$ cat src/rtl/way_victim_pkg.sv
package way_victim_pkg;
    typedef enum logic [1:0] {
        POL_RAND = 2'd0,
        POL_TREE = 2'd1,
        POL_FIFO = 2'd2,
        POL_NMRU = 2'd3
    } pol_e;

    typedef enum logic {
        ST_IDLE = 1'b0,
        ST_SHOW = 1'b1
    } st_e;
endpackage

$ cat src/rtl/wv_lfsr.sv
module wv_lfsr #(
    parameter int LFSR_W = 16,
    parameter logic [15:0] TAPS = 16'hB400,
    parameter int OUT_W = 2
) (
    input  logic             clk,
    input  logic             rst_n,
    output logic [OUT_W-1:0] rnd_o
);
    logic [LFSR_W-1:0] lfsr_q;
    logic [LFSR_W-1:0] lfsr_d;

    always_comb begin
        lfsr_d = lfsr_q >> 1;
        if (lfsr_q[0]) lfsr_d = lfsr_d ^ TAPS[LFSR_W-1:0];
    end

    always_ff @(posedge clk) begin
        if (!rst_n) lfsr_q <= LFSR_W'(1);
        else        lfsr_q <= lfsr_d;
    end

    assign rnd_o = lfsr_q[OUT_W-1:0];

    // the sequence never locks up in the all-zero state
    always_ff @(posedge clk) begin
        if (rst_n) a_r7_lfsr_alive: assert (lfsr_q != '0);
    end
endmodule

$ cat src/rtl/wv_plru_tree.sv
module wv_plru_tree #(
    parameter int WAYS = 4,
    localparam int WB = $clog2(WAYS),
    localparam int NODES = WAYS - 1
) (
    input  logic [NODES-1:0] tree_i,
    input  logic [WB-1:0]    acc_way_i,
    output logic [WB-1:0]    victim_o,
    output logic [NODES-1:0] tree_upd_o
);
    function automatic logic [WB-1:0] follow(input logic [NODES-1:0] t);
        int node;
        node = 1;
        for (int l = 0; l < WB; l++) node = 2 * node + int'(t[node-1]);
        return WB'(node - WAYS);
    endfunction

    always_comb begin
        int node;
        logic b;
        victim_o   = follow(tree_i);
        tree_upd_o = tree_i;
        node = 1;
        for (int l = 0; l < WB; l++) begin
            b = acc_way_i[WB-1-l];
            tree_upd_o[node-1] = ~b;
            node = 2 * node + int'(b);
        end
    end

    // after touching a way the tree must never name that way next
    always_comb begin
        a_r4_points_away: assert (follow(tree_upd_o) != acc_way_i);
    end
endmodule

$ cat src/rtl/wv_rr_pick.sv
module wv_rr_pick #(
    parameter int WAYS = 4,
    localparam int WB = $clog2(WAYS)
) (
    input  logic [WB-1:0] ptr_i,
    input  logic [WB-1:0] mru_i,
    input  logic          mru_vld_i,
    input  logic          skip_mru_i,
    output logic [WB-1:0] victim_o
);
    always_comb begin
        if (skip_mru_i && mru_vld_i && (ptr_i == mru_i)) victim_o = ptr_i + WB'(1);
        else                                             victim_o = ptr_i;
    end

    // with skipping enabled the recent way is never the victim
    always_comb begin
        if (skip_mru_i && mru_vld_i) a_r6_skips_recent: assert (victim_o != mru_i);
    end
endmodule

$ cat src/rtl/way_victim_sel.sv
module way_victim_sel
    import way_victim_pkg::*;
#(
    parameter int WAYS = 4,
    parameter int SETS = 16,
    parameter int LFSR_W = 16,
    localparam int WB = $clog2(WAYS),
    localparam int SB = $clog2(SETS),
    localparam int NODES = WAYS - 1
) (
    input  logic            clk,
    input  logic            rst_n,
    input  logic [1:0]      pol_i,
    input  logic [SB-1:0]   set_i,
    input  logic            acc_i,
    input  logic [WB-1:0]   acc_way_i,
    input  logic            miss_i,
    input  logic [WAYS-1:0] valid_i,
    output logic            pick_valid_o,
    output logic [WB-1:0]   pick_way_o,
    output logic            pick_evict_o
);
    logic [NODES-1:0] tree_q [SETS];
    logic [WB-1:0]    ptr_q  [SETS];
    logic [WB-1:0]    mru_q  [SETS];
    logic [SETS-1:0]  mru_vld_q;

    st_e              st_q, st_d;
    pol_e             pol;
    logic             all_valid;
    logic [WB-1:0]    hole_way;
    logic [WB-1:0]    tree_victim, rr_victim, rnd_way, pick_d;
    logic [NODES-1:0] tree_upd;
    logic             rr_mode;

    assign pol       = pol_e'(pol_i);
    assign all_valid = &valid_i;
    assign rr_mode   = (pol == POL_FIFO) || (pol == POL_NMRU);

    wv_lfsr #(.LFSR_W(LFSR_W), .OUT_W(WB)) u_lfsr (
        .clk   (clk),
        .rst_n (rst_n),
        .rnd_o (rnd_way)
    );

    wv_plru_tree #(.WAYS(WAYS)) u_tree (
        .tree_i     (tree_q[set_i]),
        .acc_way_i  (acc_way_i),
        .victim_o   (tree_victim),
        .tree_upd_o (tree_upd)
    );

    wv_rr_pick #(.WAYS(WAYS)) u_rr (
        .ptr_i      (ptr_q[set_i]),
        .mru_i      (mru_q[set_i]),
        .mru_vld_i  (mru_vld_q[set_i]),
        .skip_mru_i (pol == POL_NMRU),
        .victim_o   (rr_victim)
    );

    always_comb begin
        hole_way = '0;
        for (int i = WAYS - 1; i >= 0; i--) begin
            if (!valid_i[i]) hole_way = WB'(i);
        end
    end

    always_comb begin
        if (!all_valid) pick_d = hole_way;
        else begin
            unique case (pol)
                POL_RAND: pick_d = rnd_way;
                POL_TREE: pick_d = tree_victim;
                POL_FIFO,
                POL_NMRU: pick_d = rr_victim;
                default:  pick_d = '0;
            endcase
        end
    end

    // Per-set replacement record
    always_ff @(posedge clk) begin
        if (!rst_n) begin
            for (int s = 0; s < SETS; s++) begin
                tree_q[s] <= '0;
                ptr_q[s]  <= '0;
                mru_q[s]  <= '0;
            end
            mru_vld_q <= '0;
        end else begin
            if (acc_i) begin
                tree_q[set_i]    <= tree_upd;
                mru_q[set_i]     <= acc_way_i;
                mru_vld_q[set_i] <= 1'b1;
            end
            if (miss_i && all_valid && rr_mode) begin
                ptr_q[set_i] <= rr_victim + WB'(1);
            end
        end
    end

    // Controller: next state
    always_comb begin
        unique case (st_q)
            ST_IDLE: st_d = miss_i ? ST_SHOW : ST_IDLE;
            ST_SHOW: st_d = miss_i ? ST_SHOW : ST_IDLE;
            default: st_d = ST_IDLE;
        endcase
    end

    // Controller: state register
    always_ff @(posedge clk) begin
        if (!rst_n) st_q <= ST_IDLE;
        else        st_q <= st_d;
    end

    // Controller: outputs
    always_ff @(posedge clk) begin
        if (!rst_n) begin
            pick_way_o   <= '0;
            pick_evict_o <= 1'b0;
        end else if (miss_i) begin
            pick_way_o   <= pick_d;
            pick_evict_o <= all_valid;
        end
    end

    assign pick_valid_o = (st_q == ST_SHOW);

    // Assertions
    always_ff @(posedge clk) begin
        if (rst_n) a_r9_strobes_exclusive: assert (!(acc_i && miss_i));
    end

    a_r2_result_follows_miss: assert property (@(posedge clk) disable iff (!rst_n)
        miss_i |=> pick_valid_o);

    a_r2_quiet_without_miss: assert property (@(posedge clk) disable iff (!rst_n)
        !miss_i |=> !pick_valid_o);

    a_r3_hole_no_evict: assert property (@(posedge clk) disable iff (!rst_n)
        (miss_i && !(&valid_i)) |=> (!pick_evict_o && pick_way_o == $past(hole_way)));

    a_r9_full_set_evicts: assert property (@(posedge clk) disable iff (!rst_n)
        (miss_i && (&valid_i)) |=> pick_evict_o);

    a_r5_pointer_steps: assert property (@(posedge clk) disable iff (!rst_n)
        (miss_i && (&valid_i) && pol_i == 2'd2 && !acc_i)
        |=> ptr_q[$past(set_i)] == $past(ptr_q[set_i]) + WB'(1));
endmodule

$ cat config.mk
export PLATFORM = sky130hd
export DESIGN_NAME = way_victim_sel
export DESIGN_NICKNAME = d
export VERILOG_FILES = /design/src/rtl/way_victim_pkg.sv /design/src/rtl/wv_lfsr.sv /design/src/rtl/wv_plru_tree.sv /design/src/rtl/wv_rr_pick.sv /design/src/rtl/way_victim_sel.sv
export SDC_FILE = /design/constraint.sdc
export NUM_CORES = 1
export LEC_CHECK = 0
export CORE_MARGIN = 2
export CORE_UTILIZATION = 55
export CTS_CLUSTER_DIAMETER = 120
export DETAILED_ROUTE_END_ITERATION = 16
export HOLD_SLACK_MARGIN = 0.08
export PLACE_DENSITY = 0.81
export SLEW_MARGIN = 20
export SYNTH_ARGS = -nofsm -noshare
export SYNTH_HDL_FRONTEND = slang
export SYNTH_HIERARCHICAL = 1
export SYNTH_SLANG_ARGS = --single-unit
$ cat constraint.sdc
create_clock -name clk -period 3.1 [get_ports clk]
set_clock_uncertainty 0.2 [all_clocks]
set_input_delay 0.62 -clock clk [delete_from_list [all_inputs] [get_ports clk]]
set_output_delay 0.62 -clock clk [all_outputs]
set_load 0.03 [all_outputs]
==> results of run 1 <==
## worst max path at each step
stage             start  cells after the start            to
6_report       set_i[0]                     12   ptr_q[9][1]
5_1_grt        set_i[0]                     12   ptr_q[9][1]
4_1_cts        set_i[3]                     11   ptr_q[2][1]
3_5_place_dp   set_i[3]                      8  tree_q[7][2]
3_3_place_gp   set_i[0]                     11   ptr_q[2][1]
2_1_floorplan  set_i[0]                     12   ptr_q[2][1]
## power by group
part	switching, mW	total (mW)	internal (mW)
clock	0.762	1.98	1.22
combinational	0.221	0.397	0.177
sequential	0.0294	2.24	2.21
total	1.01	4.61	3.60
## worst max-delay path: stages
cell and delay (ns):
sky130_fd_sc_hd__buf_8 0.17, sky130_fd_sc_hd__buf_4 0.19, sky130_fd_sc_hd__mux4_1 0.55, sky130_fd_sc_hd__a22oi_1 0.25
sky130_fd_sc_hd__nand2_1 0.13, sky130_fd_sc_hd__nand4_1 0.16, sky130_fd_sc_hd__nand2_1 0.07, sky130_fd_sc_hd__o21ai_1 0.13
sky130_fd_sc_hd__xnor2_1 0.11, sky130_fd_sc_hd__nor3_2 0.29, sky130_fd_sc_hd__nand2b_1 0.22, sky130_fd_sc_hd__nor2_1 0.19
## routing by layer
| layer | vias up | GRT usage [%] | part of all wire (%) |
|---|---|---|---|
| li1 | 1983 | - | - |
| met1 | 2152 | 32.0 | 41 |
| met2 | 163 | 41.6 | 52 |
| met3 | 32 | 4.38 | 5.5 |
| met4 | 0 | 10.5 | 2.3 |
| met5 | - | 0 | 0 |
## state kept, by name, summed over array words and instances (netlist names)
register	flops
mru_q	32
mru_vld_q	16
pick_evict_o	1
pick_valid_o	1
pick_way_o	2
ptr_q	32
tree_q	48
u_lfsr/lfsr_q	16
## stage by stage
stage	util, %	TNS, ns	total power [mW]	setup WS (ns)	hold WS [ns]
2_1_floorplan	-	-0.00867	2.51	-0.00867	0.212
3_3_place_gp	61.2	-17.48	2.64	-0.435	0.215
3_5_place_dp	61.2	-22.28	2.66	-0.510	0.217
4_1_cts	66.0	0	4.62	0.0495	0.231
5_1_grt	66.6	-0.0797	4.74	-0.0481	0.240
6_report	66.6	0	4.61	0.0720	0.229
## layout make-up
cell class	instances	share of cell area, %
sequential	148	50.8
clock inverter	8	0.857
timing repair buffer	73	7.63
clock buffer	24	6.28
tap	168	2.62
inverter	4	0.187
multi-input combinational	319	31.6
## repair_timing
action,CTS,global route
pin swaps,0,4
setup endpoints to repair,27,22
resized for setup,2,19
buffers inserted,0,1
## layout by cell type, fill, tap and decap left out, drive strengths merged, types with 2 or more instances in the layout
cell type	instances
nand3	5
clkdlybuf4s50	14
clkbuf	25
mux4	32
mux2i	3
xor2	3
a21o	16
nand2b	14
dlymetal6s2s	2
a31oi	2
nor2b	6
edfxtp	112
a22oi	16
nand2	23
nand4	4
inv	7
nor2	44
nor3	9
dfxtp	36
xnor2	2
clkinv	4
and2	97
o21ai	32
buf	56
## cell families after synthesis
family          share of synthesized area [%]
flops                                    59.9
compound gates                           6.61
simple gates                             16.9
buf+inv                                  3.74
mux                                      12.2
xor+xnor                                0.642
==> metrics list, run 1 <==
- Post-route standard cell area excluding fillers: 0.00803 sq mm
- The worst setup path is of the input port to flip-flop kind.
- HP Class: flip-flop to flip-flop
- The startpoint identified for the worst register-to-register timing path is mru_q[9][1].
- The detail route stage leaves a number of antenna-violating nets equal to 0.
- The worst setup path is captured at a flip-flop.
* Detailed-route via count: 4330
- The final critical path takes up 97.7% of the cycle.
- Clock-pin slew was measured on the worst setup and hold paths at 0.06 ns.
- Area of the mapped netlist: 0.00682 sq mm
- In this run the static leakage power is 3.16 nW.
* EDFF count, synth: 112
- Synthesis produced a netlist with a net count of 519.
- The multi-input combinational cells in the finished layout cover a total of 0.00254 sq mm.
- Total count of hold-check failures in the final report: 0
* R2R depth: 10
- Total placed instance area: 0.00738 sq mm
* Signed area change from the synthesized netlist to the final layout: 17.8%
- Crit start category: input port
* Proportion of synthesized chip area in sequential cells: 59.9%
- The worst register-to-register path has a setup slack of 0.15 ns.
* Worst EP arrival: 3.09 ns
- Number of register bits inferred by synthesis: 148
- Most area-consuming cells after synthesis: sky130_fd_sc_hd__edfxtp_1, sky130_fd_sc_hd__dfxtp_1, sky130_fd_sc_hd__and2_1
- The worst register-to-register path ends at ptr_q[9][1].
- The number of clock buffers added by TritonCTS is 17.
* Antenna violations before repair: 0
- Most numerous cell in the Yosys netlist: sky130_fd_sc_hd__edfxtp_1
- Total iterations of the first detailed-routing run: 7
* Worst Tran Pin Value: 0.797 ns
* Power density normalized to cell area: 574 mW/mm^2
- Antenna diode count: 0
- After synthesis, the mean cell area works out to 13.6 sq um.
* Half-perimeter wire length after detailed placement: 10700 microns
* Maximum number of buffers from clock root to sink: 2
- The clock reaches the later pin of the worst-skew pair after 0.42 ns.
- Counting flops with an async set or reset pin after synthesis yields a share of 0%.
- Per-cell routed wire length: 20.4 microns
* Number of clock sinks seen by CTS: 148
- Mapped Cells: 503
* Pin count of the biggest net entering global routing: 43
* Count of non-filler cells in the finished layout: 744
- For this run, the post-layout net count is 579.
- CTS tree: built
- For this run, the leading register cell type out of synthesis is sky130_fd_sc_hd__edfxtp_1.
* Peak supply drop: 0.000381 V
* Hold path cells: 1
* Final-report setup violation count: 0
* H-tree Lvls: 4
- The tool flagged a number of max-cap violations equal to 0.
- In this run the tightest slew margin relative to its limit is 46.9%.
- For this run, the top clock speed supported by timing is 330 MHz.
* Post-synth top cells: sky130_fd_sc_hd__edfxtp_1, sky130_fd_sc_hd__and2_1, sky130_fd_sc_hd__nor2_1, sky130_fd_sc_hd__dfxtp_1, sky130_fd_sc_hd__o21ai_0
* Run status: finished clean
* Max-slew violation count: 0
- Core Footprint: 0.0121 sq mm
- Global placer's final weighted congestion: 0.959
- Max FO, Critical Path: 14
* YS warnings: 6
- Top cell type by total area after synthesis: sky130_fd_sc_hd__edfxtp_1
- The startpoint identified for the worst hold timing path is u_lfsr/lfsr_q[5].
- Registers take 0.00408 sq mm.
* Number of rows created at floorplan: 40
* Total die area: 0.0133 sq mm
- After synthesis, the netlist uses 45 different library cells.
- Violation count after the first detailed-route iteration: 374
- From bottom edge to top edge, the die measures 115 microns.
* Worst-case hold path end point: u_lfsr/lfsr_q[4]
* Average vias per placed instance: 5.82
- The first global-routing pass estimated 24200 microns of wire.
- The filler cells instantiated in the layout total 820.
- Remaining global-route overflow: 0
- Routed Wire Length: 15200 microns
* Die boundary width: 115 microns
- 20 I/O pins were placed.
* Total DRC errors in the routed layout: 0
- Global routing used 24.8% of the available tracks.
- Fraction of layout instances using a drive strength above 1: 20.5%
- Vias in the first global route: 4464
- In this run, placement finished with an instance count of 711.
- Data required time at the worst endpoint: 3.16 ns
* Hold buffers post-CTS: 0
- The tree is rooted in a sky130_fd_sc_hd__clkbuf_16.
- Effective utilization at floorplan: 56.5%
- During placement, the flow inserted port buffers numbering 19.
* Shortest period the worst path allows: 3.03 ns
* Share of the synthesized area in the top cell type: 49.3%
Note: power is estimated with default switching activity, not from simulation.
==> run 2, diff against run 1 <==
SETUP_SLACK_MARGIN = 0.3   (was not set)
==> run 2 against run 1 <==
Sequential power about the same. Core utilization is 2.1 points higher. Cell count is 1.2% higher. Count of clock-buffer cells in the layout rose by 2. Clock power up 4%. Sequential cell count is the same. Critical endpoint is now ptr_q[1][1]. Largest cell class unchanged. Highest routed layer unchanged.
==> metrics list, run 2 (synthesis gave the netlist of run 1 again) <==
- Run status: finished clean (unchanged)
* Remaining global-route overflow: 0 (unchanged)
* Per-cell routed wire length: 21.3 microns (was 20.4 microns)
- Fraction of power consumed by combinational cells: 9.3% (was 8.6%)
- The largest net degree at the start of global routing came to 41 (was 43).
- The CTS tree was built (unchanged).
* Commonest non-fill, non-tap cell in the layout: sky130_fd_sc_hd__edfxtp_1 (unchanged)
- Clock Root Buffer: sky130_fd_sc_hd__clkbuf_16 (unchanged)
* Routed Wire Length: 16000 microns (was 15200 microns)
- The most heavily used metal layer in global routing was met2 (unchanged).
* H-tree Lvls: 4 (unchanged)
- Number of nets in the final layout: 588 (was 579)
- Internal power of the cells: 3.68 mW (was 3.60 mW)
- Final-report setup violation count: 0 (unchanged)
* Fraction of layout instances using a drive strength above 1: 26.0% (was 20.5%)
- The count of antenna-violating nets left after detailed routing is 0 (unchanged).
* Total iterations of the first detailed-routing run: 5 (was 7)
- The count of boundary I/O pins came to 20 (unchanged).
- The met3 capacity usage during global routing came to 7.54% (was 4.38%).
- Fraction of the core area covered by cells at the end of the flow: 68.7% (was 66.6%)
- The flip-flop count of the largest register after layout was 48 (unchanged).
- The count of vias placed by the detailed router came to 4443 (was 4330).
- Reg clk slew, reported paths: 0.06 ns (about the same)
- Post-Route Hold Slack: 0.234 ns (was 0.229 ns)
* Number of rows created at floorplan: 40 (unchanged)
- Cell type group with the largest total delay on the critical path: simple AND/OR/NAND/NOR gates (unchanged)
- The switching power total is 1.06 mW (was 1.01 mW).
* Fill cell total of the finished layout: 812 (was 820)
- Crit-path cells: bufbuf_16, mux4_2, a22oi_2, nand2_2, xnor2_2, a31oi_2, a41oi_4, xnor2_2, nor3_4, buf_6, nand2b_4, nor3_4 (was buf_8, buf_4, mux4_1, a22oi_1, nand2_1, nand4_1, nand2_1, o21ai_1, xnor2_1, nor3_2, nand2b_1, nor2_1).
* First-pass GRT wire length: 24800 microns (was 24200 microns)
* Multi-input combinational cell area: 0.00264 sq mm (was 0.00254 sq mm)
* Antenna diode count: 0 (unchanged)
* Worst EP arrival: 2.94 ns (was 3.09 ns)
- Vias in the first global route: 4523 (was 4464)
- The number of endpoints with negative hold slack in the final report came to 0 (unchanged).
* Worst-skew pair later-pin latency: 0.43 ns (was 0.42 ns)
- Worst Tran Pin Value: 0.803 ns (was 0.797 ns)
- Violation count after the first detailed-route iteration: 633 (was 374)
* Fraction of the cycle the final worst path needs: 92.4% (was 97.7%)
- Net Sw Frac: 22.4% (was 21.9%)
* Shortest period the worst path allows: 2.87 ns (was 3.03 ns)
- The leakage power figure was 3.23 nW (was 3.16 nW).
- Power density normalized to cell area: 573 mW/mm^2 (was 574 mW/mm^2)
- The half-perimeter wire length after detailed placement was 10900 microns (was 10700 microns).
* Antenna violations before repair: 0 (unchanged)
- Signed area change from the synthesized netlist to the final layout: 21.5% (was 17.8%)
- Register area: 0.00408 sq mm (unchanged)
- Die boundary width: 115 microns (unchanged)
- Average vias per placed instance: 5.90 (was 5.82)
- The final count of pins violating max slew came to 0 (unchanged).
* Crit start category: input port (unchanged)
* Most used cells in the layout excluding fill and tap cells: sky130_fd_sc_hd__edfxtp_1, sky130_fd_sc_hd__and2_1, sky130_fd_sc_hd__buf_4 (unchanged)
- Core Footprint: 0.0121 sq mm (unchanged)
* Peak supply drop: 0.000458 V (was 0.000381 V)
- Timing-limited maximum frequency: 349 MHz (was 330 MHz)
- The number of clock sinks came to 148 (unchanged).
- The met2 usage in global routing was 43.9% (was 41.6%).
- Register with the highest flop count: tree_q (unchanged)
- RSZ-0062 raised after global routing: yes
- Number of buffers and inverters on the critical path: 2 (unchanged)
- The part of the power in the clock network came to 43.4% (was 42.9%).
- Global placer's final weighted congestion: 0.910 (was 0.959)
- The register share of total power is 47.2% (was 48.5%).
* Total die area: 0.0133 sq mm (unchanged)
- The number of buffers added on ports was 19 (unchanged).
- Effective utilization at floorplan: 56.5% (unchanged)
- The biggest cell delay along the critical path is 0.52 ns (was 0.55 ns).
- Hold buffers post-CTS: 0 (unchanged)
- Critical path class: input port to flip-flop (unchanged)
- Biggest registers after layout: tree_q (48), mru_q (32), ptr_q (32) (unchanged).
- The worst max-slew margin expressed relative to the limit was 46.4% (was 46.9%).
* GR Util All Layers: 26.0% (was 24.8%)
- Maximum number of buffers from clock root to sink: 2 (unchanged)
- Number of clock buffers inserted by TritonCTS: 17 (unchanged)
* GR Layer Usage met1: 31.4% (was 32.0%)
- The slowest stage cell on the critical path is sky130_fd_sc_hd__mux4_2 (was sky130_fd_sc_hd__mux4_1).
- Data required time at the worst endpoint: 3.17 ns (was 3.16 ns)
- The DRC violation count after routing was 0 (unchanged).
- HP Class: flip-flop to flip-flop (unchanged)
* Kind of end point of the critical path: flip-flop (unchanged)
- Count of maximum capacitance violations: 0 (unchanged)
* Max FO, Critical Path: 5 (was 14)
- The height of the die is 115 microns (unchanged).
==> run 2: cell types whose count changed in the layout (fill, tap and decap cells not counted), moves of 4 or more <==
cell,delta
sky130_fd_sc_hd__mux4_1,-6
sky130_fd_sc_hd__mux4_2,+6
sky130_fd_sc_hd__a22oi_1,-4
sky130_fd_sc_hd__a22oi_2,+4
sky130_fd_sc_hd__buf_4,+4
sky130_fd_sc_hd__buf_6,+4
==> run 2: path summary, 6_finish.rpt <==
| check | end | slack [ns] | depth (start not counted) | from |
|---|---|---|---|---|
| max | ptr_q[1][1] | 0.23 | 12 | set_i[0] |
| min | u_lfsr/lfsr_q[11] | 0.23 | 1 | u_lfsr/lfsr_q[12] |
| max reg2reg | ptr_q[1][1] | 0.25 | 11 | mru_q[3][1] |
| min reg2reg | u_lfsr/lfsr_q[11] | 0.23 | 1 | u_lfsr/lfsr_q[12] |
==> run 2: timing repair <==
action / CTS / global route
setup endpoints to repair: 50 / 25
cloned: 1 / 0
pin swaps: 15 / 7
endpoints found under the hold margin: 0 / 0
setup buffers: 5 / 2
gates resized for setup: 32 / 20
==> run 2: routing by layer <==
layer / share of wire, % / wire length (microns)
met1: 39 / 6220
met2: 52 / 8350
met5: 0 / 0
met3: 6.7 / 1070
met4: 2.4 / 385
==> run 2: final cells by class <==
type                            instances  area share [%]
Sequential cell                       148            49.3
Multi-Input combinational cell        319            31.9
Timing Repair Buffer                   82            8.90
Clock buffer                           26            6.44
Tap cell                              168            2.54
Clock inverter                          6           0.755
Inverter                                4           0.181
==> run 2: power by group through the flow <==
stage	clock (mW)	sequential [mW]	combinational, mW
final	2.06	2.24	0.444
after global routing	2.16	2.25	0.472
after CTS	2.08	2.24	0.428
after detailed placement	0	2.28	0.385
after global placement	0	2.28	0.373
after floorplan	0	2.27	0.242
==> run 2: per-stage QoR <==
stage          setup slack [ns]  setup TNS [ns]  instances  instance area (sq um)  power (mW)
2_1_floorplan            0.0464               0        503                   6830        2.51
3_3_place_gp             -0.378          -14.50        713                   7400        2.65
3_5_place_dp             -0.528          -20.42        713                   7400        2.67
4_1_cts                   0.223               0        751                   8180        4.75
5_1_grt                   0.114               0        753                   8280        4.88
6_report                  0.234               0        753                   8280        4.75
==> run 3, diff against run 2 <==
SETUP_SLACK_MARGIN = 0.15   (was 0.3)
==> run 3 against run 2 <==
Register-to-register slack worse by 0.03 ns. Critical endpoint is now ptr_q[4][1]. Hold slack gained 0.00055 ns. Largest power group unchanged. Count of clock-buffer cells in the layout fell by 4. Clock power shrank 16%.
==> metrics list, run 3 (synthesis gave the netlist of run 1 again) <==
- Start point of the worst hold path: u_lfsr/lfsr_q[2] (was u_lfsr/lfsr_q[12])
- Total die area: 0.0133 sq mm (unchanged)
- The first-pass GRT wire length is 23900 microns (was 24800 microns).
* Number of nets in the final layout: 589 (was 588)
* Final-report setup violation count: 0 (unchanged)
- Post-route standard cell area excluding fillers: 0.00815 sq mm (was 0.00828 sq mm)
- Timing-limited maximum frequency: 340 MHz (was 349 MHz)
- Crit start category: input port (unchanged)
- The area growth from synthesis to layout is 19.5% (was 21.5%).
- Core Footprint: 0.0121 sq mm (unchanged)
* Maximum number of buffers from clock root to sink: 2 (unchanged)
- The maximum level of the CTS H-tree came to 4 (unchanged).
- The worst-case reg-to-reg path depth is 10 (was 11).
- Most used cells in the layout excluding fill and tap cells: sky130_fd_sc_hd__edfxtp_1, sky130_fd_sc_hd__and2_1, sky130_fd_sc_hd__buf_4 (unchanged).
- The number of clock sinks came to 148 (unchanged).
- Max FO, Critical Path: 6 (was 5)
* Data required time at the worst endpoint: 3.16 ns (was 3.17 ns)
- The number of buffers added on ports is 19 (unchanged).
- The max capacitance violation total is 0 (unchanged).
- The post-route worst hold slack was 0.235 ns (was 0.234 ns).
- The detailed router's first-iteration violation count came to 600 (was 633).
- Antenna diode count: 0 (unchanged)
- Antenna Nets Post-Route: 0 (unchanged)
- Worst Tran Pin Value: 0.997 ns (was 0.803 ns)
- The class of the worst hold path is flip-flop to flip-flop (unchanged).
* Count of pins on the block boundary: 20 (unchanged)
* Commonest non-fill, non-tap cell in the layout: sky130_fd_sc_hd__edfxtp_1 (unchanged)
- Crit-path max cell delay: 0.52 ns (about the same)
* Static leakage: 3.14 nW (was 3.23 nW)
- Hold buffers post-CTS: 0 (unchanged)
- Pin count of the biggest net entering global routing: 45 (was 41)
* Number of clock buffers inserted by TritonCTS: 17 (unchanged)
- Kind of end point of the critical path: flip-flop (unchanged)
* Antenna violations before repair: 0 (unchanged)
* Count of non-filler cells in the finished layout: 753 (unchanged)
- The total number of placement rows is 40 (unchanged).
- Power density normalized to cell area: 543 mW/mm^2 (was 573 mW/mm^2)
* Biggest registers after layout: tree_q (48), mru_q (32), ptr_q (32) (unchanged)
- The worst voltage drop across the vdd grid came to 0.000404 V (was 0.000458 V).
- The number of endpoints with negative hold slack in the final report was 0 (unchanged).
- The worst flop-to-flop path startpoint was mru_q[9][1] (was mru_q[3][1]).
- The post-CTS clock slew at the launch and capture registers of the worst setup and hold paths came to 0.06 ns (about the same).
* Register with the highest flop count: tree_q (unchanged)
- GR Util All Layers: 24.7% (was 26.0%)
- Run status: finished clean (unchanged)
- Fill cell total of the finished layout: 831 (was 812)
- Worst slew margin relative to its limit: 33.6% (was 46.4%)
* Max-slew violation count: 0 (unchanged)
- Worst-skew pair later-pin latency: 0.42 ns (was 0.43 ns)
- The flip-flop count of the largest register after layout was 48 (unchanged).
- The part of the cycle the worst path needs came to 94.9% (was 92.4%).
* Vias in the first global route: 4444 (was 4523)
* Total placed instance area: 0.00739 sq mm (was 0.00740 sq mm)
* Clock Root Buffer: sky130_fd_sc_hd__clkbuf_16 (unchanged)
- Total iterations of the first detailed-routing run: 5 (unchanged)
- Per-cell routed wire length: 20.5 microns (was 21.3 microns)
* Beginning of the critical path: set_i[0] (unchanged)
- Hold path cells: 1 (unchanged)
* RSZ-0062 raised after global routing: yes (unchanged)
* Detailed-route via count: 4391 (was 4443)
- Setup tns final: 0 ns (unchanged)
- Effective utilization at floorplan: 56.5% (unchanged)
- The critical path start-end classification is input port to flip-flop (unchanged).
- CTS tree: built (unchanged)
* Die boundary width: 115 microns (unchanged)
- Shortest period the worst path allows: 2.94 ns (was 2.87 ns)
- The half-perimeter wire length after detailed placement is 10600 microns (was 10900 microns).
- Crit-path cells: buf_12, buf_12, mux4_2, a22oi_2, nand2_2, xnor2_4, a31oi_4, a41oi_4, xnor2_2, nor3_4, nand2b_1, nor2_1 (was bufbuf_16, mux4_2, a22oi_2, nand2_2, xnor2_2, a31oi_2, a41oi_4, xnor2_2, nor3_4, buf_6, nand2b_4, nor3_4)
* Total power: 4.43 mW (was 4.75 mW)
* Die Ht: 115 microns (unchanged)
- Worst EP arrival: 3.00 ns (was 2.94 ns)
* Placed cell count: 711 (was 713)
* Cell at the slowest stage of the critical path: sky130_fd_sc_hd__mux4_2 (unchanged)
- The sum of overflow across all layers after global routing came to 0 (unchanged).
* Average vias per placed instance: 5.83 (was 5.90)
* Global placer's final weighted congestion: 0.934 (was 0.910)
* Most repeated library cell on the critical path: sky130_fd_sc_hd__buf_12
* Fraction of layout instances using a drive strength above 1: 24.8% (was 26.0%)
- Total DRC errors in the routed layout: 0 (unchanged)
* Routed Wire Length: 15500 microns (was 16000 microns)
run 3: critical path, delay by kind of cell:
family,cells,cell delay [ns]
simple gates,4,0.71
compound gates,3,0.57
xor+xnor,2,0.31
buf+inv,2,0.24
mux,1,0.52
run 3: report_power, final:
group	switching, mW	internal, mW
clock network	0.737	0.996
logic	0.245	0.212
registers	0.0269	2.21
run 3: timing repair:
| item | in CTS | in global routing |
|---|---|---|
| buffers inserted | 7 | 2 |
| resized for setup | 17 | 28 |
| gates cloned | 1 | 1 |
| setup endpoints to repair | 37 | 24 |
| pin swaps | 6 | 20 |
run 3: layer usage:
metal	share of wire (%)	routed length, microns	track usage, %	up-vias
met4	4.2	651	12.0	0
met3	5.8	890	5.59	53
li1	-	-	-	1995
met2	50	7800	41.2	190
met1	40	6120	30.5	2153
met5	0	0	0	-
run 3: per-stage QoR:
| step | worst slack [ns] | utilization [%] |
|---|---|---|
| finish | 0.157 | 67.6 |
| global route | 0.0586 | 67.6 |
| CTS | 0.153 | 66.4 |
| detailed placement | -0.444 | 61.2 |
| global placement | -0.388 | 61.2 |
| floorplan | 0.0464 | - |
run 3: layout make-up:
cell class	count	area [sq um]	area share, %
Inverter	4	15.0	0.184
Timing Repair Buffer	83	753	9.24
Sequential cell	148	4080	50.1
Clock buffer	22	444	5.45
Clock inverter	9	40.0	0.491
Multi-Input combinational cell	319	2600	31.9
Tap cell	168	210	2.58
run 3: worst paths after layout:
path / endpoint / slack, ns
setup / recovery: ptr_q[4][1] / 0.16
hold reg to reg: u_lfsr/lfsr_q[1] / 0.24
setup reg to reg: ptr_q[4][1] / 0.22
hold / removal: u_lfsr/lfsr_q[1] / 0.24
